**config.mk**
```make
export PLATFORM = sky130hd
export DESIGN_NAME = fcs32_engine
export DESIGN_NICKNAME = d
export VERILOG_FILES = /design/src/rtl/fcs32_pkg.sv /design/src/rtl/fcs32_byte_step.sv /design/src/rtl/fcs32_lane_pick.sv /design/src/rtl/fcs32_engine.sv
export SDC_FILE = /design/constraint.sdc
export NUM_CORES = 1
export LEC_CHECK = 0
export BUFFER_PORTS_ARGS = -buffer_cell sky130_fd_sc_hd__buf_2
export CORE_AREA = 4 4 88 90
export DETAILED_ROUTE_END_ITERATION = 8
export DIE_AREA = 0 0 92 94
export PLACE_DENSITY = 0.78
export SYNTH_ARGS = -nofsm -noshare
export SYNTH_HDL_FRONTEND = slang
export SYNTH_SLANG_ARGS = --single-unit
export TNS_END_PERCENT = 20
```
**constraint.sdc**
```tcl
create_clock -name clk -period 4.6 [get_ports clk]
set_input_delay 0.23 -clock clk [delete_from_list [all_inputs] [get_ports clk]]
set_output_delay 0.23 -clock clk [all_outputs]
set_load 0.005 [all_outputs]
```
**src/rtl/fcs32_pkg.sv**
```systemverilog
package fcs32_pkg;

    localparam int CRC_W     = 32;
    localparam int LANE_W    = 8;
    localparam int NUM_LANES = CRC_W / LANE_W;
    localparam int LEFT_W    = $clog2(NUM_LANES + 1);
    localparam int IDX_W     = (NUM_LANES > 1) ? $clog2(NUM_LANES) : 1;

    localparam logic [CRC_W-1:0] POLY_REFL_DEF = 32'hEDB8_8320;
    localparam logic [CRC_W-1:0] PRESET_DEF    = 32'hFFFF_FFFF;
    localparam logic [CRC_W-1:0] RESIDUE_DEF   = 32'hDEBB_20E3;

    typedef struct packed {
        logic [CRC_W-1:0]  crc;   // running reflected remainder
        logic [CRC_W-1:0]  fcs;   // inverted remainder being sent
        logic [LEFT_W-1:0] left;  // check bytes still to send
        logic              good;  // check-mode verdict
        logic              done;  // check-mode verdict valid
    } fcs32_state_t;

endpackage

```
**src/rtl/fcs32_byte_step.sv**
```systemverilog
module fcs32_byte_step #(
    parameter int                 CRC_W  = 32,
    parameter int                 LANE_W = 8,
    parameter logic [CRC_W-1:0]   POLY   = 32'hEDB8_8320
) (
    input  logic [CRC_W-1:0]  crc_in,
    input  logic [LANE_W-1:0] byte_in,
    output logic [CRC_W-1:0]  crc_out
);

    // Unrolled LSB-first division: one shift-and-conditional-xor per bit.
    always_comb begin
        logic [CRC_W-1:0] c;
        logic             fb;
        c = crc_in;
        for (int b = 0; b < LANE_W; b++) begin
            fb = c[0] ^ byte_in[b];
            c  = c >> 1;
            if (fb) begin
                c = c ^ POLY;
            end
        end
        crc_out = c;
    end

endmodule

```
**src/rtl/fcs32_lane_pick.sv**
```systemverilog
module fcs32_lane_pick #(
    parameter int CRC_W  = 32,
    parameter int LANE_W = 8,
    parameter int IDX_W  = 2
) (
    input  logic [CRC_W-1:0]  word_in,
    input  logic [IDX_W-1:0]  idx,
    output logic [LANE_W-1:0] lane_out
);

    localparam int NUM_LANES = CRC_W / LANE_W;

    logic [LANE_W-1:0] lanes [NUM_LANES];

    for (genvar g = 0; g < NUM_LANES; g++) begin : g_lane
        assign lanes[g] = word_in[g*LANE_W +: LANE_W];
    end

    assign lane_out = lanes[idx];

endmodule

```
**src/rtl/fcs32_engine.sv**
```systemverilog
module fcs32_engine
    import fcs32_pkg::*;
#(
    parameter logic [CRC_W-1:0] POLY    = POLY_REFL_DEF,
    parameter logic [CRC_W-1:0] PRESET  = PRESET_DEF,
    parameter logic [CRC_W-1:0] RESIDUE = RESIDUE_DEF
) (
    input  logic              clk,
    input  logic              rst,
    input  logic              chk_mode,
    input  logic              frm_start,
    input  logic              byte_vld,
    input  logic [LANE_W-1:0] byte_in,
    input  logic              frm_end,
    output logic [LANE_W-1:0] fcs_out,
    output logic              fcs_out_vld,
    output logic              frm_done,
    output logic              frm_good
);

    localparam logic [LEFT_W-1:0] LANES_C = LEFT_W'(NUM_LANES);

    fcs32_state_t st_q, st_d;

    logic              busy;
    logic              take_start, take_byte, take_end;
    logic [CRC_W-1:0]  crc_base, crc_stepped, crc_now;
    logic [IDX_W-1:0]  lane_idx;
    logic [LANE_W-1:0] lane_byte;

    fcs32_byte_step #(
        .CRC_W  (CRC_W),
        .LANE_W (LANE_W),
        .POLY   (POLY)
    ) u_step (
        .crc_in  (crc_base),
        .byte_in (byte_in),
        .crc_out (crc_stepped)
    );

    fcs32_lane_pick #(
        .CRC_W  (CRC_W),
        .LANE_W (LANE_W),
        .IDX_W  (IDX_W)
    ) u_pick (
        .word_in  (st_q.fcs),
        .idx      (lane_idx),
        .lane_out (lane_byte)
    );

    always_comb begin
        busy       = (st_q.left != '0);
        take_start = frm_start & ~busy;
        take_byte  = byte_vld  & ~busy;
        take_end   = frm_end   & ~busy;

        crc_base = take_start ? PRESET : st_q.crc;
        crc_now  = take_byte ? crc_stepped : crc_base;
        lane_idx = IDX_W'(LANES_C - st_q.left);

        st_d     = st_q;
        st_d.crc = crc_now;

        if (busy) begin
            st_d.left = st_q.left - LEFT_W'(1);
        end

        if (take_start) begin
            st_d.done = 1'b0;
            st_d.good = 1'b0;
        end

        if (take_end) begin
            if (chk_mode) begin
                st_d.done = 1'b1;
                st_d.good = (crc_now == RESIDUE);
            end else begin
                st_d.fcs  = ~crc_now;
                st_d.left = LANES_C;
            end
        end
    end

    always_ff @(posedge clk) begin
        if (rst) begin
            st_q <= '{crc: PRESET, fcs: '0, left: '0, good: 1'b0, done: 1'b0};
        end else begin
            st_q <= st_d;
        end
    end

    assign fcs_out_vld = busy;
    assign fcs_out     = busy ? lane_byte : '0;
    assign frm_done    = st_q.done;
    assign frm_good    = st_q.good;

endmodule

```
==> results by group <==
Global route
  – Largest net degree at the start of global routing: 70
  – Initial antenna violation count: 0
  – GRT Util Overall: 26.6%
  – GRT overflow: 0
  – Vias in the first global route: 3392
  – First-pass GRT wire length: between 15000 and 20000 µm

Timing
  – Rel. slew slack: 41.2%
  – Post-layout minimum cycle time: 3820 ps
  – Hold Slack: 248 ps
  – Worst Slack Setup Final: 776 ps
  – Fin Setup TNS: 0 ps
  – Slew Limit Fails: 0
  – Crit share post-route: 83.1%
  – # setup viols final: 0
  – RSZ-0062 raised after global routing: no
  – Worst Tran Pin Value: approximately 880 ps
  – Highest Clock Rate: approximately 260 MHz
  – Fin. Hold Viols: 0
  – Setup Skew: 10.9 ps

Detailed routing
  – Via count: 3521
  – Uppermost layer routed: met4
  – Met2 WL: 5140 µm
  – DRC violations left: 0
  – Via-per-instance ratio: 6.09
  – Routed WL per cell: 18.8 µm
  – Routed wl met3: approximately 770 µm
  – Pre-Repair DR Iteration Count: 5
  – Final wirelength: 10900 µm
  – M1 WL: ~4500 µm
  – Iter 0 DRT Violations: between 300 and 400
  – Post-DRT Antenna Nets: 0

Logic synthesis
  – Post-synth cell types: 52
  – Top cell type by total area after synthesis: dfxtp_1
  – Sequential-to-total area share from yosys stat: about a third
  – Post-Syn Nets: 481
  – Post-synthesis register bit count: 69
  – YS warnings: 0
  – Yosys top cell area share: 33.2%
  – Post-synth ARST share: 0%
  – Top cells by area, synth: dfxtp_1, nor2_1, a211oi_1
  – EDFF count, synth: 0
  – Post-synth top flop: dfxtp_1
  – Syn Std Cell Area: ~0.0042 mm²
  – Cells after Synth: around 470
  – Syn Area/Cell: 8.95 µm²

Clock network
  – Worst skew pair latency: roughly 360 ps
  – Clk buf depth: 2
  – # clock sinks: 69
  – Clock Pin Slew Worst Setup and Hold Paths: 80 ps
  – H-tree levels: 3
  – CTS Hold Bufs: 0
  – CTS root buf: clkbuf_8
  – # resized after CTS: 0
  – Post-CTS Setup Repair Bufs: 0
  – Num CTS Buffers: 9
  – TritonCTS clock tree: yes

Hold path
  – Hold Path Class: in2reg
  – Worst hold endpoint: frm_done
  – Hold Crit Start: frm_end
  – Hold depth: 3

Finish
  – Layout cell share with drive strength beyond 1: a little over a fifth
  – Most frequent cells in the layout: nor2_1, dfxtp_1, a211oi_1
  – Design area: 0.00452 mm²
  – Area Growth Syn to Fin: 8.72%
  – Diode count: 0
  – Most common cell after layout, fill and taps aside: nor2_1
  – Nets: approximately 490

Setup path
  – Reg2Reg Setup Slack: 780 ps
  – Slowest cell on crit path: xnor2_2
  – CP Capture Type: flip-flop
  – Crit path cell chain: inv_1 > ha_1 > nor2b_4 > a221oi_4 > xnor2_2 > xor3_1 > xor2_1 > mux2_2 > a211oi_1 > or4_1 > o21ai_1
  – R2R Path Start: st_q[2]
  – Required time worst endpoint: between 4000 and 5000 ps
  – WS Path Type: reg2reg
  – Number of cells on the worst reg-to-reg path: 11
  – Crit path largest cell delay: 540 ps
  – Crit path max fanout: 17
  – CP Data Arrival Time: 4080 ps
  – Reg-to-reg endpoint: frm_good
  – Worst setup SP type: flip-flop

Die
  – Chip width: 92 µm
  – Core area: about 0.0071 mm²
  – Die footprint: about 0.0086 mm²
  – Std cell rows: 31
  – Initial Util: 59.0%
  – IO Count: 25
  – Die height: 94 µm

Place
  – Pre-CTS worst setup slack: 837 ps
  – GPL Wtd Cong: 0.927
  – DPL Wire Length: 7710 µm
  – Port buffer count: 24
  – Area after DPL: 0.00434 mm²

Flow run
  – MaxCap Viol Count: 0

Power
  – Pwr/cell area: 800 mW/mm²
  – LEAKAGE: 1.71 nW
  – Max VDD drop: 0.324 mV
  – Power Total: 0.00362 W

Status
  – Status: finished, final reports clean
worst max-delay path: cells and delay by family (launching register included):
family                     cells  cell delay, ps
AOI/OAI and AO/OA              3             670
adders and majority gates      1             350
xor gates and xnor gates       3            1190
DFF                            1             310
and+or+nand+nor                2             720
buffers and inverters          1             100
muxes                          1             370
metrics by stage:
| step | cells | util (%) |
|---|---|---|
| after floorplan | 465 | - |
| after global placement | 563 | 61.4 |
| after detailed placement | 563 | 61.4 |
| after CTS | 578 | 64.1 |
| after global routing | 578 | 64.1 |
| final | 578 | 64.1 |
Yosys cell counts (3+ instances only):
master	number
nor2_1	88
dfxtp_1	69
a211oi_1	32
nor3_1	30
or2_2	30
clkbuf_1	29
xnor2_1	23
a21oi_1	20
nand2_1	13
o21ai_0	12
xor2_1	12
mux4_2	8
nor2b_1	8
xnor3_1	8
nand2b_1	7
and2_1	6
nand4b_1	6
nor4_1	5
inv_1	4
mux2i_1	3
o211a_1	3
o211ai_1	3
xor3_1	3
layout make-up:
type                            instances  area (µm²)
Clock inverter                          6        65.1
Sequential cell                        69        1380
Timing Repair Buffer                   33         188
Clock buffer                            9         124
Fill cell                             597        2530
Inverter                                4        15.0
Multi-Input combinational cell        358        2630
Tap cell                               99         124
power by group:
part	internal, W	switching, W
combinational	0.000990	0.00123
clock	0.000247	0.000240
sequential	0.000778	0.000139
total	0.00201	0.00161
per-layer routing:
layer	GRT usage, %	up-vias
met5	0	-
met4	14.6	0
met3	5.45	42
met2	42.2	173
met1	34.0	1650
li1	-	1656
sequential cells by signal, indices dropped and copies added (netlist names):
name	flops
frm_good	1
frm_done	1
st_q	67
worst max-delay path by stage:
stage               slack, ps  endpoint  cells past startpoint  startpoint
global placement          950  frm_good                     11     st_q[2]
global route              580  frm_good                     11     st_q[2]
CTS                       820  frm_good                     11     st_q[2]
finish                    780  frm_good                     11     st_q[2]
detailed placement        840  frm_good                     11     st_q[2]
floorplan                 740  frm_good                     13     st_q[2]
cell families (layout without fill, tap and decap cells):
family                   Yosys count  after routing  share of synthesized area (%)
multiplexers                      13             13                           5.59
adder cells (fa/ha/maj)            2              2                          0.601
flip-flops                        69             69                           33.2
AND/OR/NAND/NOR                  205            205                           25.1
buffers and inverters             38             52                           3.85
AO/OA/AOI/OAI                     87             87                           15.6
XOR/XNOR                          51             51                           16.0
(Power assumes the default switching activity.)
